==> src/rtl/pan_pkg.sv <==
package pan_pkg;
  typedef enum logic [1:0] {EL0 = 2'd0, EL1 = 2'd1, EL2 = 2'd2, EL3 = 2'd3} el_e;
  typedef enum logic [1:0] {SRC_HOLD, SRC_ENTRY, SRC_RETURN, SRC_IMM} pan_src_e;
  typedef struct packed {
    logic span_el1;
    logic span_el2;
    logic e2h;
    logic tge;
  } entry_ctl_t;
endpackage

==> src/rtl/pan_entry_eval.sv <==
module pan_entry_eval
  import pan_pkg::*;
(
  input  el_e        tgt_el,
  input  entry_ctl_t ctl,
  input  logic       saved_pan,
  output logic       entry_pan
);
  logic force_set;

  always_comb begin
    unique case (tgt_el)
      EL1:     force_set = !ctl.span_el1;
      EL2:     force_set = ctl.e2h && ctl.tge && !ctl.span_el2;
      default: force_set = 1'b0;
    endcase
    entry_pan = force_set | saved_pan;
  end
endmodule

==> src/rtl/pan_imm_decode.sv <==
module pan_imm_decode
  import pan_pkg::*;
#(
  parameter int SEL_W   = 6,
  parameter int PAN_SEL = 4
) (
  input  logic             feat_en,
  input  logic             imm_wr,
  input  logic             blocked,
  input  logic [SEL_W-1:0] imm_sel,
  input  el_e              cur_el,
  output logic             accept,
  output logic             trap,
  output logic             undef
);
  localparam logic [SEL_W-1:0] SEL_MATCH = SEL_W'(PAN_SEL);

  logic hit;

  always_comb begin
    hit    = imm_wr && !blocked && (imm_sel == SEL_MATCH);
    undef  = hit && !feat_en;
    trap   = hit && feat_en && (cur_el == EL0);
    accept = hit && feat_en && (cur_el != EL0);
  end
endmodule

==> src/rtl/pan_spsr_filter.sv <==
module pan_spsr_filter #(
  parameter int DATA_W  = 32,
  parameter int PAN_POS = 22
) (
  input  logic              clk,
  input  logic              rst,
  input  logic              feat_en,
  input  logic              wr,
  input  logic [DATA_W-1:0] wdata,
  output logic [DATA_W-1:0] filt,
  output logic              vld
);
  localparam int HI_POS = PAN_POS + 1;
  localparam int LO_POS = PAN_POS - 1;

  logic [DATA_W-1:0] keep_on;
  logic [DATA_W-1:0] keep_off;

  for (genvar i = 0; i < DATA_W; i++) begin : g_mask
    assign keep_on[i]  = !((i == HI_POS) || (i == LO_POS));
    assign keep_off[i] = !((i == HI_POS) || (i == LO_POS) || (i == PAN_POS));
  end

  always_ff @(posedge clk) begin
    if (rst) begin
      filt <= '0;
      vld  <= 1'b0;
    end else begin
      vld <= wr;
      if (wr) filt <= wdata & (feat_en ? keep_on : keep_off);
    end
  end

  assert_reserved_clear_R10: assert property (@(posedge clk) disable iff (rst)
    vld |-> (!filt[HI_POS] && !filt[LO_POS]));

  assert_pan_clear_off_R10: assert property (@(posedge clk) disable iff (rst)
    (wr && !feat_en) |=> !filt[PAN_POS]);
endmodule

==> src/rtl/pan_state_ctrl.sv <==
module pan_state_ctrl
  import pan_pkg::*;
#(
  parameter int DATA_W  = 32,
  parameter int PAN_POS = 22,
  parameter int SEL_W   = 6,
  parameter int PAN_SEL = 4,
  parameter int FEAT_W  = 4
) (
  input  logic              clk,
  input  logic              rst,
  input  logic              feat_en,
  input  logic              exc_entry,
  input  logic [1:0]        entry_el,
  input  logic              entry_saved_pan,
  input  logic              span_el1,
  input  logic              span_el2,
  input  logic              hcr_e2h,
  input  logic              hcr_tge,
  input  logic              exc_return,
  input  logic              ret_saved_pan,
  input  logic              imm_wr,
  input  logic [SEL_W-1:0]  imm_sel,
  input  logic              imm_lsb,
  input  logic [1:0]        cur_el,
  input  logic              spsr_wr,
  input  logic [DATA_W-1:0] spsr_wdata,
  output logic              pan_q,
  output logic [DATA_W-1:0] status_view,
  output logic [FEAT_W-1:0] feat_field,
  output logic              tlb_inval,
  output logic              imm_undef,
  output logic              imm_trap,
  output logic [DATA_W-1:0] spsr_filt,
  output logic              spsr_filt_vld
);
  localparam logic [FEAT_W-1:0] FEAT_ON = FEAT_W'(1);

  entry_ctl_t ctl;
  logic       entry_pan;
  logic       imm_accept, imm_trap_c, imm_undef_c;
  pan_src_e   src;

  assign ctl = '{span_el1: span_el1, span_el2: span_el2, e2h: hcr_e2h, tge: hcr_tge};

  pan_entry_eval u_entry (
    .tgt_el    (el_e'(entry_el)),
    .ctl       (ctl),
    .saved_pan (entry_saved_pan),
    .entry_pan (entry_pan)
  );

  pan_imm_decode #(.SEL_W(SEL_W), .PAN_SEL(PAN_SEL)) u_imm (
    .feat_en (feat_en),
    .imm_wr  (imm_wr),
    .blocked (exc_entry | exc_return),
    .imm_sel (imm_sel),
    .cur_el  (el_e'(cur_el)),
    .accept  (imm_accept),
    .trap    (imm_trap_c),
    .undef   (imm_undef_c)
  );

  pan_spsr_filter #(.DATA_W(DATA_W), .PAN_POS(PAN_POS)) u_spsr (
    .clk     (clk),
    .rst     (rst),
    .feat_en (feat_en),
    .wr      (spsr_wr),
    .wdata   (spsr_wdata),
    .filt    (spsr_filt),
    .vld     (spsr_filt_vld)
  );

  always_comb begin
    if (exc_entry)       src = SRC_ENTRY;
    else if (exc_return) src = SRC_RETURN;
    else if (imm_accept) src = SRC_IMM;
    else                 src = SRC_HOLD;
  end

  always_ff @(posedge clk) begin
    if (rst) begin
      pan_q      <= 1'b0;
      tlb_inval  <= 1'b0;
      imm_undef  <= 1'b0;
      imm_trap   <= 1'b0;
      feat_field <= '0;
    end else begin
      feat_field <= feat_en ? FEAT_ON : '0;
      tlb_inval  <= imm_accept;
      imm_undef  <= imm_undef_c;
      imm_trap   <= imm_trap_c;
      if (!feat_en) begin
        pan_q <= 1'b0;
      end else begin
        unique case (src)
          SRC_ENTRY:  pan_q <= entry_pan;
          SRC_RETURN: pan_q <= ret_saved_pan;
          SRC_IMM:    pan_q <= imm_lsb;
          default:    pan_q <= pan_q;
        endcase
      end
    end
  end

  always_comb begin
    status_view          = '0;
    status_view[PAN_POS] = pan_q;
  end

  assert_entry_el1_force_R2: assert property (@(posedge clk) disable iff (rst)
    (feat_en && exc_entry && entry_el == 2'd1 && !span_el1) |=> pan_q);

  assert_entry_el2_force_R3: assert property (@(posedge clk) disable iff (rst)
    (feat_en && exc_entry && entry_el == 2'd2 && hcr_e2h && hcr_tge && !span_el2) |=> pan_q);

  assert_entry_el3_keep_R4: assert property (@(posedge clk) disable iff (rst)
    (feat_en && exc_entry && entry_el == 2'd3) |=> (pan_q == $past(entry_saved_pan)));

  assert_return_copy_R5: assert property (@(posedge clk) disable iff (rst)
    (feat_en && !exc_entry && exc_return) |=> (pan_q == $past(ret_saved_pan)));

  assert_inval_cause_R6: assert property (@(posedge clk) disable iff (rst)
    tlb_inval |-> ($past(imm_wr) && $past(imm_sel) == SEL_W'(PAN_SEL)));

  assert_trap_hold_R8: assert property (@(posedge clk) disable iff (rst)
    imm_trap |-> $stable(pan_q));

  assert_feat_off_R9: assert property (@(posedge clk) disable iff (rst)
    !feat_en |=> (!pan_q && !tlb_inval && !imm_trap));

  assert_one_outcome_R11: assert property (@(posedge clk) disable iff (rst)
    $onehot0({tlb_inval, imm_undef, imm_trap}));
endmodule

==> config.mk <==
export PLATFORM = sky130hd
export DESIGN_NAME = pan_state_ctrl
export DESIGN_NICKNAME = d
export VERILOG_FILES = /design/src/rtl/pan_pkg.sv /design/src/rtl/pan_entry_eval.sv /design/src/rtl/pan_imm_decode.sv /design/src/rtl/pan_spsr_filter.sv /design/src/rtl/pan_state_ctrl.sv
export SDC_FILE = /design/constraint.sdc
export NUM_CORES = 1
export LEC_CHECK = 0
export BUFFER_PORTS_ARGS = -buffer_cell sky130_fd_sc_hd__buf_2
export CORE_ASPECT_RATIO = 1.25
export CORE_MARGIN = 3
export CORE_UTILIZATION = 35
export CTS_CLUSTER_DIAMETER = 80
export DETAILED_ROUTE_END_ITERATION = 10
export PLACE_DENSITY = 0.75
export RECOVER_POWER = 50
export SLEW_MARGIN = 15
export SYNTH_ARGS = -nofsm -noshare
export SYNTH_HDL_FRONTEND = slang
export SYNTH_SLANG_ARGS = --single-unit
==> constraint.sdc <==
create_clock -name clk -period 1.3 [get_ports clk]
set_clock_uncertainty 0.15 [all_clocks]
set_input_delay 0.13 -clock clk [delete_from_list [all_inputs] [get_ports clk]]
set_output_delay 0.13 -clock clk [all_outputs]
set_load 0.005 [all_outputs]
# Yosys cells after proc, flatten, opt, wreduce, memory -nomap -nowiden
# Cells that the tools add are included.
# word_totals
regBits,41
in_bits,56
word_cells,40
# classes
n_eq_ne,6
mux,7
bitwise_logic,4
reduce_logical,16
# ops
op,n
32-bit AND,1
23-bit two-way mux,1
1-bit logical AND,8
"2-bit == test, second input constant",3
"6-bit by 3-bit == test with 1-bit output, second input constant",1
2-bit two-way mux,3
"2-bit by 1-bit == test with 1-bit output, second input constant",2
1-bit zero test,4
1-bit one-hot mux with 3 select lines,1
3-bit nonzero test,1
2-bit zero test,1
1-bit bitwise OR,2
1-bit one-hot mux with 2 select lines,1
2-bit nonzero test,1
2-bit OR reduction,1
1-bit two-way mux,1
1-bit NOT,1

# Depth between registers and ports, before layout
# Gate-level depths: netlist (run 1).
# logic_depth
ltp_word,11
mapped_depth,6
ltp_nobuf,6

# By module
# From an unflattened synthesis (run 1), not the netlist that was laid out.
# unflattened
hier_cells,169
hier_area_um2,1711.6
# by_module_without_submodules
module,instances,cells_per_inst,area_per_inst_um2,seq_area_each_um2
pan_spsr_filter,1,103,1152.4,620.6
pan_state_ctrl,1,51,450.4,100.1
pan_entry_eval,1,8,61.3,0.0
pan_imm_decode,1,7,47.5,0.0

# Worst setup path before layout (run 1)
# OpenSTA, ideal clock, no wires.
# synth_timing
path_kind,in2reg
startpoint,in imm_sel[1]
endpoint,reg imm_trap
setup_time_ns,0.073
arrival_ns,1.090
t_required_ns,1.077
setup_slack_ns,-0.013
path_stages,4
n_path_buf,0
path_cell_list,nor4b_4 nand3_1 or4_4 nor3_2
# synth_via
elab_chain_len,4
# synth_lines
element,line_no,rtl
from (decl),pan_state_ctrl.sv:23,"input logic [SEL_W-1:0] imm_sel,"
6-bit by 3-bit == test with 1-bit output,pan_imm_decode.sv:21,hit = imm_wr && !blocked && (imm_sel == SEL_MATCH);
1-bit logical AND,pan_imm_decode.sv:21,
1-bit logical AND (2 in a row),pan_imm_decode.sv:23,trap = hit && feat_en && (cur_el == EL0);
to (signal assigned),pan_state_ctrl.sv:92,imm_trap <= imm_trap_c;
to (decl),pan_state_ctrl.sv:33,"output logic imm_trap,"
# No other way between the ends.
# A chain may end at the register's enable or synchronous reset.

# Worst setup path in the final report (run 1)
# Same ends and word-level chain as after synthesis.

==> results.sh, run 1 <==
export IMPL_hold_violations=1
export IMPL_syn_area_per_cell_um2=9.71
export IMPL_synth_top_area_cell="dfxtp_1"
export IMPL_slew_viol_final=0
export IMPL_grt_use_total_pct=14.7
export IMPL_slowest_delay_ns=0.50
export IMPL_grt_pass1_wl_um=6110
export IMPL_num_io_pins=129
export IMPL_wl_per_cell_um=11.4
export IMPL_met3_length_um=388
export IMPL_syn_to_final_growth_pct=53.6
export IMPL_dr_pass1_iters=4
export IMPL_power_per_cell_area_nw_per_um2=1060
export IMPL_yosys_warnings=0
export IMPL_crit_path_start_kind="input pin"
export IMPL_p_total_uw=2670
export IMPL_synth_area_leaders="dfxtp_1 (44%), mux2i_1 (18%), buf_4 (17%)"
export IMPL_route_antenna_remaining_nets=0
export IMPL_netlist_area_leader_share_pct=43.9
export IMPL_hpwl_um=2540
export IMPL_grt_pass1_vias=1399
export IMPL_hold_buffers=38
export IMPL_final_setup_worst_slack_ns=0.0753
export IMPL_synth_edf_count=0
export IMPL_synth_seq_area_share_pct=43.9
export IMPL_post_place_ws_ns=-0.231
export IMPL_tns_ns=0
export IMPL_cp_end_kind="flop"
export IMPL_cts_tree="done"
export IMPL_relSlewSlack_pct=59.2
export IMPL_cts_path_max_buffers=2
export IMPL_port_buffer_count=90
export IMPL_worst_r2r_path_depth=2
export IMPL_die_w_um=67.2
export IMPL_syn_inst=169
export IMPL_numClockSinks=36
export IMPL_diodes=0
export IMPL_vias=1476
export IMPL_period_needed_ns=1.22
export IMPL_globalplace_congestion=0.701
export IMPL_synth_distinct_cells=22
export IMPL_layout_nets=355
export IMPL_gr_total_overflow=0
export IMPL_antenna_found_initial=0
export IMPL_die_y_um=82.5
export IMPL_layout_drive_gt1_share_pct=33.9
export IMPL_cp_data_required_time_ns=1.36
export IMPL_ir_drop_uv=747
export IMPL_top_layer="met4"
export IMPL_ys_top_cells_by_count="buf_4 (37), dfxtp_1 (36), nor2_1 (35), mux2i_1 (30)"
export IMPL_drt_initial_drc_count=34
export IMPL_postSynth_asyncResetShare_pct=0
export IMPL_worstMarginPinSlew_ns=0.612
export IMPL_wl_um=4050
export IMPL_rows=27
export IMPL_core_region_area_um2=4460
export IMPL_crit_type="in2reg"
export IMPL_wl_met2_um=2260
export IMPL_numCtsBuffers=5
export IMPL_crit_fanout=2
export IMPL_hp_class="in2reg"
export IMPL_leakagePower_uw=0.00135
export IMPL_met1_length_um=1350
export IMPL_worstSkewPairLatency_ns=0.28
export IMPL_vias_per_cell=4.15
export IMPL_initial_utilization_pct=36.8
export IMPL_grt_start_max_net_pins=33
export IMPL_fmax_mhz=817
export IMPL_synth_flop_cell="dfxtp_1"
export IMPL_clkSlewWorstSetupHoldPaths_ns=0.07
export IMPL_cts_htree_levels=2
export IMPL_setup_viol=0
export IMPL_fin_crit_sh_pct=94.2
export IMPL_min_path_cells=3
export IMPL_syn_area_um2=1640
export IMPL_drc=0
export IMPL_arrival_ns=1.28
export IMPL_synth_most_common_cell="buf_4"
export IMPL_timing_critical_path_cells="buf_2 > nor4b_4 > nand3_2 > or4_4 > nor3_2"
export IMPL_final_core_util_pct=56.5
export IMPL_outcome="finished with violations"
export IMPL_hold_slack_ns=-0.00248
export IMPL_rsz0062_at_grt="no"
export IMPL_design_die_area_um2=5550
export IMPL_n_fill_cell=408
export IMPL_clockRootBuffer="clkbuf_8"
export IMPL_crit_slowest_cell="or4_4"
export IMPL_max_cap_violations=0
export IMPL_violations="hold timing"
export IMPL_synth_seq_cells=36
[final timing paths]
check,from,endpoint,slack (ns)
setup / recovery,imm_sel[1],imm_trap,0.08
hold / removal,imm_wr,imm_undef,-0.002
setup reg to reg,u_spsr.filt[18],u_spsr.filt[18],0.48
hold reg to reg,u_spsr.filt[22],u_spsr.filt[22],0.32
[layout make-up]
| class | count | area (um^2) | share of cell area, % |
|---|---|---|---|
| repair buffers | 130 | 852 | 33.8 |
| multi-input cells | 120 | 733 | 29.1 |
| flip-flops and latches | 36 | 721 | 28.6 |
| clock buffers | 7 | 96.3 | 3.82 |
| well taps | 58 | 72.6 | 2.88 |
| clock inverters | 1 | 30.0 | 1.19 |
| inverters | 4 | 15.0 | 0.596 |
[worst max-delay path, delay by kind of cell]
family                 cells  cell delay, ns
AND/OR/NAND/NOR            4            1.04
buffers and inverters      1            0.12
[through the flow]
step | hold WS (ns) | cells | area, um^2
floorplan | 0.0478 | 204 | 1770
global placement | 0.184 | 310 | 2010
detailed placement | 0.180 | 310 | 2010
CTS | -0.0119 | 356 | 2520
global route | -0.00525 | 356 | 2520
finish | -0.00248 | 356 | 2520
[cell usage in the layout (no fill, tap or decap), types with 2 or more instances in the layout]
master and n:
buf_2 87, dlygate4sd3_1 38, conb_1 36, dfxtp_1 36, nor2_1 35, mux2i_1 30, clkbuf_8 7, inv_1 4
a21oi_1 3, clkbuf_1 3, nand2b_1 2, ha_1 2
[logic make-up (layout without fill, tap and decap cells)]
kind of cell / count (synthesis) / count (layout) / share of synthesized area, %
buf+inv: 48 / 142 / 19.7
fa+ha+maj: 2 / 2 / 1.53
flops: 36 / 36 / 43.9
simple gates: 47 / 47 / 14.4
compound gates: 5 / 5 / 1.91
other cells: 1 / 36 / 0.229
mux: 30 / 30 / 18.3
[routing by layer]
metal / vias up / GRT usage, %
met2: 81 / 28.6
met5: - / 0
met3: 9 / 5.41
li1: 735 / -
met1: 651 / 13.5
met4: 0 / 5.88
[sequential cells by signal, summed over array words and instances (netlist names)]
register / cells
imm_trap: 1
feat_field: 1
imm_undef: 1
u_spsr.vld: 1
u_spsr.filt: 30
tlb_inval: 1
pan_q: 1
[power by group]
group          switching, uW  internal, uW
Clock                    376           676
Sequential              27.9          1160
Combinational            183           242
[timing repair]
action / 4_1_cts / 5_1_grt
hold endpoints to repair: 35 / 2
buffers inserted: 0 / 0
setup endpoints to repair: 0 / 1
gates resized for setup: 0 / 1
(Power assumes the default switching activity.)
==> run 2: changes to the inputs <==
--- a/config.mk
+++ b/config.mk
@@ -11,9 +11,10 @@
 export CORE_UTILIZATION = 35
 export CTS_CLUSTER_DIAMETER = 80
 export DETAILED_ROUTE_END_ITERATION = 10
-export PLACE_DENSITY = 0.75
+export PLACE_DENSITY = 0.74
 export RECOVER_POWER = 50
 export SLEW_MARGIN = 15
 export SYNTH_ARGS = -nofsm -noshare
 export SYNTH_HDL_FRONTEND = slang
+export SYNTH_HIERARCHICAL = 1
 export SYNTH_SLANG_ARGS = --single-unit
==> run 2 against run 1 <==
Net effect: the flow now finishes without violations; first-iteration DRC count increased by 38%; combinational power is 3% higher; cell count did not move; non-clock buffer count increased by 1; fmax fell by 2.0%; critical path depth increased by 1; sequential power barely moved; synthesized cell count is the same; clock power is 28% lower; synthesized area increased by 4.3%; setup slack worse by 0.025 ns; clock-buffer cell count down 2; critical path type unchanged; largest cell class unchanged; largest power group unchanged; highest routed layer unchanged.
==> results.sh, run 2 <==
export IMPL_outcome="finished clean"
export IMPL_synth_distinct_cells=28
export IMPL_num_io_pins=129
export IMPL_dr_pass1_iters=4
export IMPL_cts_tree="done"
export IMPL_post_dp_cell_area_um2=2110
export IMPL_power_per_cell_area_nw_per_um2=947
export IMPL_slew_viol_final=0
export IMPL_hold_violations=0
export IMPL_grt_use_total_pct=13.5
export IMPL_route_antenna_remaining_nets=0
export IMPL_leakagePower_uw=0.00133
export IMPL_synth_seq_area_share_pct=42.1
export IMPL_top_register="u_spsr/filt"
export IMPL_wl_um=3990
export IMPL_worstMarginPinSlew_ns=0.560
export IMPL_synth_area_leaders="dfxtp_1 (42%), mux2i_1 (17%), buf_4 (16%)"
export IMPL_clockRootBuffer="clkbuf_8"
export IMPL_syn_to_final_growth_pct=46.6
export IMPL_yosys_warnings=6
export IMPL_period_needed_ns=1.25
export IMPL_syn_area_per_cell_um2=10.1
export IMPL_antenna_found_initial=0
export IMPL_crit_type="in2reg"
export IMPL_hpwl_um=2690
export IMPL_numClockSinks=36
export IMPL_final_common_cell="buf_2"
export IMPL_cts_resized=0
export IMPL_core_region_area_um2=4560
export IMPL_cts_path_max_buffers=2
export IMPL_synth_flop_cell="dfxtp_1"
export IMPL_die_y_um=84.2
export IMPL_clkSlewWorstSetupHoldPaths_ns=0.07
export IMPL_cp_data_required_time_ns=1.32
export IMPL_fin_crit_sh_pct=96.1
export IMPL_numCtsBuffers=5
export IMPL_syn_area_um2=1710
export IMPL_die_w_um=68.6
export IMPL_vias_per_cell=4.18
export IMPL_diodes=0
export IMPL_synth_top_area_cell="dfxtp_1"
export IMPL_vias=1487
export IMPL_largest_reg_flops=30
export IMPL_synth_edf_count=0
export IMPL_grt_pass1_vias=1468
export IMPL_layout_drive_gt1_share_pct=37.2
export IMPL_synth_seq_cells=36
export IMPL_arrival_ns=1.26
export IMPL_relSlewSlack_pct=62.7
export IMPL_layout_common_cells="buf_2 (84), conb_1 (36), dfxtp_1 (36), dlygate4sd3_1 (32)"
export IMPL_fin_cells=356
export IMPL_cp_end_kind="flop"
export IMPL_cts_htree_levels=2
export IMPL_initial_utilization_pct=37.5
export IMPL_multi_input_comb_area_um2=777
export IMPL_wl_per_cell_um=11.2
export IMPL_setup_viol=0
export IMPL_drt_initial_drc_count=47
export IMPL_layout_nets=355
export IMPL_rows=27
export IMPL_fmax_mhz=801
export IMPL_drc=0
export IMPL_hold_slack_ns=0.00166
export IMPL_design_die_area_um2=5770
export IMPL_dpl_cell_count=316
export IMPL_postSynth_asyncResetShare_pct=0
export IMPL_rsz0062_at_grt="yes"
export IMPL_crit_fanout=3
export IMPL_grt_pass1_wl_um=6110
export IMPL_crit_path_start_kind="input pin"
export IMPL_n_fill_cell=390
export IMPL_max_cap_violations=0
export IMPL_grt_start_max_net_pins=27
export IMPL_hp_class="in2reg"
export IMPL_worstSkewPairLatency_ns=0.28
export IMPL_regArea_um2=721
export IMPL_ir_drop_uv=373
export IMPL_synth_most_common_cell="buf_4"
export IMPL_ys_top_cells_by_count="buf_4 (37), dfxtp_1 (36), mux2i_1 (29), nor2_1 (29), nor2b_1 (6)"
export IMPL_globalplace_congestion=0.679
export IMPL_gr_total_overflow=0
export IMPL_netlist_area_leader_share_pct=42.1
export IMPL_port_buffer_count=90
export IMPL_finish_instance_area_um2=2510
export IMPL_syn_inst=169
run 2: report_power, final:
group,switching (uW),internal (uW)
clock,378,373
sequential,26.3,1160
combinational,187,249
run 2: routing by layer:
metal	part of all wire [%]	vias to the layer above	GRT usage, %
met2	51	85	25.3
met1	37	666	13.5
met4	0.50	0	4.88
met3	12	2	3.61
met5	0	-	0
li1	-	734	-
run 2: metrics by stage:
step | setup WS (ns) | setup TNS (ns) | power, uW | util [%]
4_1_cts | 0.0514 | 0 | 2400 | 55.3
6_report | 0.0508 | 0 | 2380 | 55.0
3_3_place_gp | -0.225 | -0.462 | 1560 | 46.3
3_5_place_dp | -0.249 | -0.553 | 1570 | 46.3
5_1_grt | -0.0510 | -0.0510 | 2520 | 55.0
2_1_floorplan | -0.0915 | -0.0915 | 1490 | -
run 2: layout make-up:
type	instances	share of cell area, %
Clock buffer	5	2.74
Clock inverter	3	0.748
Sequential cell	36	28.7
Timing Repair Buffer	131	33.5
Inverter	3	0.449
Tap cell	58	2.89
Multi-Input combinational cell	120	31.0
run 2: repair_timing:
action / 4_1_cts / 5_1_grt
setup buffers: 0 / 0
hold buffers: 32 / 0
setup endpoints to repair: 0 / 1
endpoints found under the hold margin: 30 / 0
run 2: kinds of logic after synthesis:
| group | count (synthesis) | synth area share, % |
|---|---|---|
| simple gates | 49 | 15.5 |
| buf+inv | 47 | 21.8 |
| flops | 36 | 42.1 |
| mux | 29 | 17.0 |
| compound gates | 4 | 1.75 |
| fa+ha+maj | 2 | 1.46 |
| other cells | 2 | 0.439 |
run 2: path summary, 6_finish.rpt:
kind / from / endpoint / slack (ns) / cells past startpoint
hold / removal: rst / imm_trap / 0.002 / 2
setup / recovery: imm_sel[5] / pan_q / 0.05 / 6
hold reg to reg: u_spsr/filt[22] / u_spsr/filt[22] / 0.33 / 2
setup reg to reg: pan_q / pan_q / 0.26 / 3
run 2: critical path, stage by stage:
cell and delay (ns):
buf_2 0.10, or4_4 0.55, nor3_4 0.17, nor2b_1 0.08
a211oi_2 0.17, nor4b_2 0.07
